File: src/rtl/interval_tick_timer.sv
module interval_tick_timer #(
  parameter int CNT_W   = 64,
  parameter int RATIO_W = 8
) (
  input  logic               clk,
  input  logic               rst_n,
  input  logic [RATIO_W-1:0] div_ratio,
  input  logic               cnt_wr_en,
  input  logic [CNT_W-1:0]   cnt_wr_data,
  input  logic               match_wr_en,
  input  logic [CNT_W-1:0]   match_wr_data,
  input  logic               evt_clr,
  output logic [CNT_W-1:0]   cnt_value,
  output logic [CNT_W-1:0]   match_value,
  output logic               evt_flag
);

  logic [RATIO_W-1:0] pre_q;
  logic [CNT_W-1:0]   cnt_q;
  logic [CNT_W-1:0]   match_q;
  logic               eq_q;
  logic               evt_q;

  // >= keeps the period bounded when the ratio is lowered mid-period
  wire tick = (pre_q >= div_ratio);
  wire eq   = (cnt_q == match_q);

  always_ff @(posedge clk) begin
    if (!rst_n) begin
      pre_q   <= '0;
      cnt_q   <= '0;
      match_q <= '1;
      eq_q    <= 1'b0;
      evt_q   <= 1'b0;
    end else begin
      if (cnt_wr_en || tick) pre_q <= '0;
      else                   pre_q <= pre_q + 1'b1;

      if (cnt_wr_en) cnt_q <= cnt_wr_data;
      else if (tick) cnt_q <= cnt_q + 1'b1;

      if (match_wr_en) match_q <= match_wr_data;

      eq_q <= eq;

      if (eq && !eq_q) evt_q <= 1'b1;
      else if (evt_clr) evt_q <= 1'b0;
    end
  end

  assign cnt_value   = cnt_q;
  assign match_value = match_q;
  assign evt_flag    = evt_q;

endmodule


File: config.mk
export PLATFORM = sky130hd
export DESIGN_NAME = interval_tick_timer
export DESIGN_NICKNAME = d
export VERILOG_FILES = /design/src/rtl/interval_tick_timer.sv
export SDC_FILE = /design/constraint.sdc
export NUM_CORES = 1
export LEC_CHECK = 0
export BUFFER_PORTS_ARGS = -buffer_cell sky130_fd_sc_hd__buf_2
export CORE_ASPECT_RATIO = 0.75
export CORE_MARGIN = 5
export CORE_UTILIZATION = 51
export CTS_CLUSTER_SIZE = 24
export DETAILED_ROUTE_END_ITERATION = 16
export GPL_ROUTABILITY_DRIVEN = 0
export GPL_TIMING_DRIVEN = 0
export PLACE_DENSITY = 0.85
export SYNTH_ARGS = -nofsm -noshare
export SYNTH_HDL_FRONTEND = slang
export SYNTH_SLANG_ARGS = --single-unit
File: constraint.sdc
create_clock -name clk -period 2.9 [get_ports clk]
set_input_delay 0.58 -clock clk [delete_from_list [all_inputs] [get_ports clk]]
set_output_delay 0.58 -clock clk [all_outputs]
set_load 0.01 [all_outputs]
After elaboration in Yosys (flattened, before gate mapping)
Index checks and enable logic that the tools add are counted.

storage, ports and cells
  flip-flop bits (word level) = 138
  latch bits = 0
  memory bits (writable) = 0
  bits in read-only memories = 0
  input port bits = 141
  output and inout bits = 129
  memories kept = 0

cells by class
  add/sub/neg operators = 2
  multipliers = 0
  divide/modulo/power cells = 0
  $lt $le $gt $ge = 1
  equal/unequal tests = 1
  shift-type cells = 0
  muxes and demuxes = 4
  bitwise gates (word level) = 1
  reductions and logical operators = 6

operators with widths
  operator                 count
  $mux W64                 2
  $add A64 B1 Y64 const B  1
  $eq A64 B64 Y1           1
  $add A8 B1 Y8 const B    1
  $ge A8 B8 Y1             1
  $reduce_bool A2 Y1       2
  $mux W1                  2
  $reduce_or A2 Y1         1
  $logic_and A1 B1 Y1      1
  $logic_not A1 Y1         1
  $logic_or A1 B1 Y1       1
  $not A1 Y1               1

Logic depth before layout (Yosys ltp)
Gate-level depths: netlist of run 1.

  depth after elaboration = 3
  gate-level depth with buffers = 10

Worst setup path before layout of run 1
Ideal clock, no wire load.

  path kind = input to register
  start point = input port div_ratio[0]
  end point = register pre_q[2]
  arrival time = 2642 ps
  slack = 193 ps
  cell stages on the path = 9
  path through = ha_1 > nand2b_1 > a2111o_1 > and4_1 > nor2_1 > clkbuf_1 > clkbuf_1 > nand2_1 > nor2_1

on the way
  longest elaborated chain between the ends = 3

RTL lines
  element                     RTL line  RTL
  from (decl)                 7         input logic [RATIO_W-1:0] div_ratio,
  $ge A8 B8 Y1                25        wire tick = (pre_q >= div_ratio);
  $logic_or A1 B1 Y1          36        if (cnt_wr_en || tick) pre_q <= '0;
  $reduce_or A2 Y1 (no line)  --
  to (signal assigned)        37        else pre_q <= pre_q + 1'b1;
  to (decl)                   18        logic [RATIO_W-1:0] pre_q;

Every way passes these cells.
A chain may end at the register's enable or synchronous reset.

Worst setup path in the final report of run 1
  start point = register cnt_q[0] (netlist: cnt_value[0])
  end point = register cnt_q[56] (netlist: cnt_value[56])

on the way
  longest elaborated chain between the ends = 3

RTL lines
  element                 RTL line  RTL
  from (decl)             19        logic [CNT_W-1:0] cnt_q;
  from (signal assigned)  39        if (cnt_wr_en) cnt_q <= cnt_wr_data;
  from (signal assigned)  40        else if (tick) cnt_q <= cnt_q + 1'b1;
  $add A64 B1 Y64         40
  $mux W64                40
  $mux W64                39

Every way passes these cells. The select of a mux whose other input is x is not followed.

==> results of run 1 <==
registers in the layout, summed over array words and instances, names as in the netlist:
name         flops
cnt_value       64
eq_q             1
evt_flag         1
match_value     64
pre_q            8
report_power, final:
part | internal, mW | switching (mW)
combinational | 0.352 | 0.507
sequential | 2.01 | 0.187
clock | 1.21 | 0.898
total | 3.57 | 1.59
synthesized netlist by cell type (all sizes together) (3+ instances only):
| master | n | share of area [%] |
|---|---|---|
| nand2 | 139 | 6.8 |
| dfxtp | 138 | 36 |
| nor2 | 59 | 2.9 |
| mux2i | 58 | 7.5 |
| clkbuf | 55 | 2.7 |
| xor2 | 44 | 5.0 |
| o21ai | 42 | 2.7 |
| a21oi | 38 | 2.5 |
| nand3 | 38 | 2.5 |
| inv | 32 | 1.6 |
| nand4 | 32 | 2.7 |
| nor4 | 26 | 2.2 |
| a31oi | 22 | 1.8 |
| buf | 20 | 1.1 |
| and3 | 19 | 1.5 |
| o211ai | 19 | 1.8 |
| xnor2 | 12 | 1.4 |
| a22o | 11 | 1.2 |
| a22oi | 11 | 1.1 |
| nor3 | 11 | 0.71 |
| o31ai | 11 | 1.1 |
| and4 | 10 | 1.1 |
| ha | 10 | 1.6 |
| and2 | 8 | 0.65 |
| o22ai | 8 | 0.65 |
| a32o | 7 | 0.91 |
| or4 | 7 | 0.78 |
| o311ai | 5 | 0.57 |
| o31a | 4 | 0.45 |
| o41ai | 4 | 0.55 |
| a211oi | 3 | 0.29 |
| a221oi | 3 | 0.34 |
| a311oi | 3 | 0.34 |
| a41oi | 3 | 0.34 |
| nand2b | 3 | 0.24 |
| nand4b | 3 | 0.34 |
| nor4b | 3 | 0.34 |
| o21a | 3 | 0.29 |
| o221a | 3 | 0.44 |
| or2 | 3 | 0.24 |
| or3 | 3 | 0.24 |
critical path, cell delays in order, from the launching register on:
cell and delay (ns):
dfxtp_2 0.46, ha_2 0.29, nand4_1 0.11, or4_4 0.54
buf_2 0.25, nor4_2 0.36, nand3_1 0.14, or4_1 0.44
o211ai_1 0.13
layout by cell type (no fill, tap or decap), types with 22 or more instances in the layout:
| master | Yosys | layout |
|---|---|---|
| buf_2 | 7 | 273 |
| nand2_1 | 139 | 137 |
| dfxtp_1 | 138 | 134 |
| nor2_1 | 59 | 58 |
| mux2i_1 | 58 | 58 |
| xor2_1 | 44 | 44 |
| clkbuf_1 | 53 | 42 |
| o21ai_0 | 42 | 42 |
| nand3_1 | 38 | 38 |
| a21oi_1 | 38 | 38 |
| inv_1 | 31 | 31 |
| nand4_1 | 31 | 31 |
| a31oi_1 | 22 | 22 |
cell families after synthesis:
group,after synthesis
fa+ha+maj,10
flops,138
xor+xnor,56
simple gates,369
mux,58
compound gates,219
buf+inv,108
metrics by stage:
stage	setup slack [ns]	area, um^2	instances	hold slack [ns]	TNS [ns]
after CTS	0.000108	9920	1460	0.361	0
after floorplan	0.193	7720	958	0.426	0
final	0.0871	9980	1457	0.360	0
after global placement	-0.592	9310	1429	0.440	-23.37
after global routing	0.0335	9980	1457	0.362	0
after detailed placement	-0.652	9310	1429	0.448	-25.56
worst min-delay path by stage:
stage                        startpoint                           end  slack, ns  cells after the start
detailed placement  pre_q[0]$_SDFF_PP0_           pre_q[0]$_SDFF_PP0_       0.45                      1
CTS                   match_wr_data[42]  match_value[42]$_SDFFE_PN1P_       0.36                      3
finish                match_wr_data[42]  match_value[42]$_SDFFE_PN1P_       0.36                      3
floorplan           pre_q[0]$_SDFF_PP0_           pre_q[0]$_SDFF_PP0_       0.43                      1
global route          match_wr_data[42]  match_value[42]$_SDFFE_PN1P_       0.36                      3
global placement    pre_q[0]$_SDFF_PP0_           pre_q[0]$_SDFF_PP0_       0.44                      1
cell type report:
class | instances | area (um^2)
sequential | 138 | 2770
clock inverter | 12 | 116
timing repair buffer | 266 | 1330
fill | 1328 | 5050
buffer | 72 | 307
tap | 205 | 256
multi-input combinational | 712 | 4640
inverter | 33 | 124
clock buffer | 19 | 443
routing by layer:
layer  global-route usage, %  part of all wire (%)  vias to the layer above
li1                        -                     -                     4093
met1                    45.8                    39                     4217
met2                    54.7                    42                      808
met3                    13.6                    15                      195
met4                    14.3                   4.9                        0
met5                       0                     0                        -
==> results.sh, run 1 <==
export IMPL_status="completed"
export IMPL_start_util_pct=51.3
export IMPL_crit_end="cnt_value[56]$_SDFFE_PN0P_"
export IMPL_drive_gt1_share_pct=27.6
export IMPL_grt_max_degree=17
export IMPL_port_buffers=266
export IMPL_synth_simple_area_share_pct=23.7
export IMPL_syn_avg_cell_area_um2=8.06
export IMPL_relSlewSlack_pct=46.8
export IMPL_drtIter0Drc=1684
export IMPL_finalSetupViolCount=0
export IMPL_htree_levels=4
export IMPL_ys_types=66
export IMPL_rr_worst_depth=8
export IMPL_drtAntennaViolNets=0
export IMPL_area_growth_syn_to_layout_pct=29.3
export IMPL_cts_tree="done"
export IMPL_grt_pass1_wl_um=49400
export IMPL_cp_max_fo=10
export IMPL_r2r_start="cnt_value[0]$_SDFFE_PN0P_"
export IMPL_grt_overflow=0
export IMPL_cts_made_buffers=17
export IMPL_die_area_um2=17700
export IMPL_fin_total_pwr_mw=5.16
export IMPL_ys_seq_elements=138
export IMPL_cp_start_kind="register"
export IMPL_cp_data_required_time_ns=3.24
export IMPL_worstPathArrival_ns=3.16
export IMPL_ir_drop_mv=0.430
export IMPL_synth_nets=1109
export IMPL_io_pins=270
export IMPL_ctsHoldBuffers=0
export IMPL_synthXorXnorAreaFrac_pct=6.36
export IMPL_min_path_type="input pin to register"
export IMPL_finClkSkew_ns=0.0116
export IMPL_cts_clk_slew_worst_paths_ns=0.07
export IMPL_wl_per_cell_um=22.6
export IMPL_synth_compound_area_share_pct=19.6
export IMPL_finalCritPeriodShare_pct=97.0
export IMPL_cap_violations=0
export IMPL_num_vias=9313
export IMPL_worstSetupPathType="register to register"
export IMPL_syn_area_um2=7720
export IMPL_fp_dieH_um=117
export IMPL_power_per_cell_area_nw_per_um2=517
export IMPL_synth_flop_cell="dfxtp_1"
export IMPL_drtPass1Iterations=13
export IMPL_dieWidth_um=152
export IMPL_r2r_end="cnt_value[56]$_SDFFE_PN0P_"
export IMPL_hpwl_um=25000
export IMPL_rows=39
export IMPL_synth_warnings=0
export IMPL_fmax_ghz=0.356
export IMPL_p_leak_nw=4.34
export IMPL_post_route_util_pct=66.4
export IMPL_startpoint="cnt_value[0]$_SDFFE_PN0P_"
export IMPL_vias_per_cell=6.39
export IMPL_post_cts_buffers=0
export IMPL_cts_root_buf="clkbuf_16"
export IMPL_timing_final_max_slew_violations=0
export IMPL_hold_viol=0
export IMPL_synthCells=958
export IMPL_cts_buffer_depth=2
export IMPL_grt_pass1_vias=8740
export IMPL_cts_resized_gates=16
export IMPL_clock_latency_ns=0.43
export IMPL_ff2ff_setup_slack_ns=0.09
export IMPL_num_nets_final=1391
export IMPL_synth_top_family_by_area="simple AND/OR/NAND/NOR gates"
export IMPL_antenna_found_initial=0
export IMPL_synthArstFlopShare_pct=0
export IMPL_yosysSeqAreaShare_pct=35.8
export IMPL_period_minus_slack_ns=2.81
export IMPL_clock_sinks=138
export IMPL_synth_fa_ha_area_share_pct=1.62
export IMPL_synth_enable_flop_cells=0
export IMPL_endpoint_kind="register"
export IMPL_diodes=0
export IMPL_drc=0
export IMPL_globalRouteTotalUtil_pct=35.7
export IMPL_drt_wl_total_um=33000
export IMPL_muxShareOfSynthArea_pct=7.52
export IMPL_coreArea_um2=15000
export IMPL_rsz0062_at_grt="false"
export IMPL_worstMarginPinSlew_ns=0.798
(Power assumes the default switching activity.)
==> inputs of run 2 (changes only) <==
--- a/config.mk
+++ b/config.mk
@@ -6,7 +6,6 @@
 export NUM_CORES = 1
 export LEC_CHECK = 0
 export BUFFER_PORTS_ARGS = -buffer_cell sky130_fd_sc_hd__buf_2
-export CORE_ASPECT_RATIO = 0.75
 export CORE_MARGIN = 5
 export CORE_UTILIZATION = 51
 export CTS_CLUSTER_SIZE = 24
@@ -14,6 +13,7 @@
 export GPL_ROUTABILITY_DRIVEN = 0
 export GPL_TIMING_DRIVEN = 0
 export PLACE_DENSITY = 0.85
+export REMOVE_ABC_BUFFERS = 1
 export SYNTH_ARGS = -nofsm -noshare
 export SYNTH_HDL_FRONTEND = slang
 export SYNTH_SLANG_ARGS = --single-unit
==> results.sh, run 2 (synthesis gave the netlist of run 1 again) <==
export IMPL_worstSetupPathType="input pin to register"
export IMPL_cap_violations=0
export IMPL_switchingPower_mw=1.42
export IMPL_num_vias=8596
export IMPL_final_cell_mix="buf_2 (266), nand2_1 (139), dfxtp_1 (133), nor2_1 (58), mux2i_1 (58)"
export IMPL_power_per_cell_area_nw_per_um2=534
export IMPL_layout_commonest_cell="buf_2"
export IMPL_status="completed"
export IMPL_period_minus_slack_ns=2.82
export IMPL_critPathSlowestCell="a32oi_2"
export IMPL_fp_dieH_um=133
export IMPL_stdcell_area_um2=9880
export IMPL_drtPass1Iterations=5
export IMPL_cts_tree="done"
export IMPL_cts_clk_slew_worst_paths_ns=0.06
export IMPL_globalRouteTotalUtil_pct=29.3
export IMPL_vias_per_cell=6.22
export IMPL_clock_latency_ns=0.42
export IMPL_cp_max_fo=95
export IMPL_cts_made_buffers=17
export IMPL_drtAntennaViolNets=0
export IMPL_seq_power_share_pct=41.7
export IMPL_rsz0062_at_grt="true"
export IMPL_grt_max_degree=96
export IMPL_num_nets_final=1332
export IMPL_intPower_mw=3.86
export IMPL_relSlewSlack_pct=31.8
export IMPL_p_leak_nw=4.28
export IMPL_finalSetupViolCount=0
export IMPL_cts_root_buf="clkbuf_16"
export IMPL_switching_share_pct=26.8
export IMPL_grt_pass1_wl_um=41900
export IMPL_rows=45
export IMPL_worstMarginPinSlew_ns=1.01
export IMPL_drtIter0Drc=1079
export IMPL_crit_top_cell="buf_4"
export IMPL_worstPathArrival_ns=3.14
export IMPL_clockPowerShare_pct=43.9
export IMPL_min_path_type="input pin to register"
export IMPL_grtUsageMet1_pct=37.8
export IMPL_fmax_ghz=0.355
export IMPL_grt_overflow=0
export IMPL_io_pins=270
export IMPL_timing_final_max_slew_violations=0
export IMPL_place_area_um2=9130
export IMPL_wl_per_cell_um=19.8
export IMPL_antenna_found_initial=4
export IMPL_hold_viol=0
export IMPL_ctsHoldBuffers=0
export IMPL_path_buf_inv=3
export IMPL_hpwl_um=19400
export IMPL_met2_usage_pct=46.8
export IMPL_drt_wl_total_um=27400
export IMPL_place_ws_ns=-0.429
export IMPL_area_growth_syn_to_layout_pct=28.0
export IMPL_ir_drop_mv=0.397
export IMPL_critical_path_cell_chain="buf_4, buf_16, a211oi_1, nand3_1, a32oi_2, buf_4, or2_2, nor4_1, a211o_1"
export IMPL_slowest_delay_ns=0.54
export IMPL_setup_slack_ns=0.0792
export IMPL_drc=0
export IMPL_finClkSkew_ns=0.0102
export IMPL_grt_pass1_vias=7940
export IMPL_clock_sinks=138
export IMPL_drive_gt1_share_pct=28.2
export IMPL_pwr_share_comb_pct=14.4
export IMPL_finalCritPeriodShare_pct=97.3
export IMPL_grt_busiest_layer="met2"
export IMPL_htree_levels=4
export IMPL_cp_start_kind="input pin"
export IMPL_ff2ff_setup_slack_ns=0.09
export IMPL_met3_usage_pct=6.84
export IMPL_hold_ws_ns=0.372
export IMPL_endpoint_kind="register"
export IMPL_port_buffers=269
export IMPL_die_area_um2=17700
export IMPL_cts_buffer_depth=2
export IMPL_dieWidth_um=133
export IMPL_crit_family="compound AO/OA/AOI/OAI gates"
export IMPL_cp_data_required_time_ns=3.22
export IMPL_start_util_pct=51.3
export IMPL_coreArea_um2=15000
==> run 2: cell types whose count changed in the layout (fill, tap and decap cells not counted), sizes merged <==
cell / delta
clkinv: -2
clkbuf: -48
bufinv: +3
diode: +1
nor2: +1
inv: -4
buf: -7
clkinvlp: -1
==> run 2: timing repair <==
action	CTS	global route
gates cloned	0	1
hold endpoints to repair	0	0
pin swaps	0	4
buffers inserted	0	4
resized for setup	8	12
endpoints found under the setup margin	18	50
==> run 2: through the flow <==
| step | util (%) | instances | setup TNS [ns] | power, mW |
|---|---|---|---|---|
| CTS | 65.1 | 1377 | 0 | 5.27 |
| finish | 65.7 | 1383 | 0 | 5.28 |
| detailed placement | 60.7 | 1345 | -8.88 | 2.97 |
| floorplan | - | 883 | -54.66 | 2.55 |
| global placement | 59.9 | 1340 | -197.41 | 2.94 |
| global route | 65.7 | 1383 | -0.0214 | 5.46 |
==> run 2: area by class of cell <==
class | instances | area [um^2]
Multi-Input combinational cell | 713 | 4620
Antenna cell | 1 | 2.50
Sequential cell | 138 | 2770
Tap cell | 188 | 235
Fill cell | 1261 | 5160
Clock inverter | 8 | 140
Timing Repair Buffer | 278 | 1490
Inverter | 33 | 128
Clock buffer | 24 | 482
==> run 2: final timing paths <==
check                                                start                          end  depth (start not counted)
worst max-delay path                             cnt_wr_en   cnt_value[51]$_SDFFE_PN0P_                          9
worst min-delay path                      match_wr_data[1]  match_value[1]$_SDFFE_PN1P_                          3
worst max register to register  cnt_value[44]$_SDFFE_PN0P_        evt_flag$_SDFFE_PN0P_                          6
worst min register to register             eq_q$_SDFF_PN0_        evt_flag$_SDFFE_PN0P_                          2
==> run 2: routing by layer <==
metal | vias to the layer above | routed length [um]
met3 | 88 | 2610
li1 | 3967 | -
met5 | - | 34
met4 | 6 | 945
met2 | 487 | 12800
met1 | 4048 | 11000
==> run 2: power by group through the flow <==
stage               clock network (mW)  registers [mW]  logic [mW]
global placement                     0            2.23       0.718
finish                            2.32            2.20       0.758
detailed placement                   0            2.23       0.744
global route                      2.41            2.22       0.828
floorplan                            0            2.23       0.318
CTS                               2.33            2.19       0.750
==> run 2: worst reg2reg max path, stage by stage, from the launching register on <==
cell     delay, ns
dfxtp_1       0.51
xor2_1        0.12
nor4_1        0.88
nand4_1       0.25
nor4_1        0.54
and4_1        0.33
a32o_1        0.13
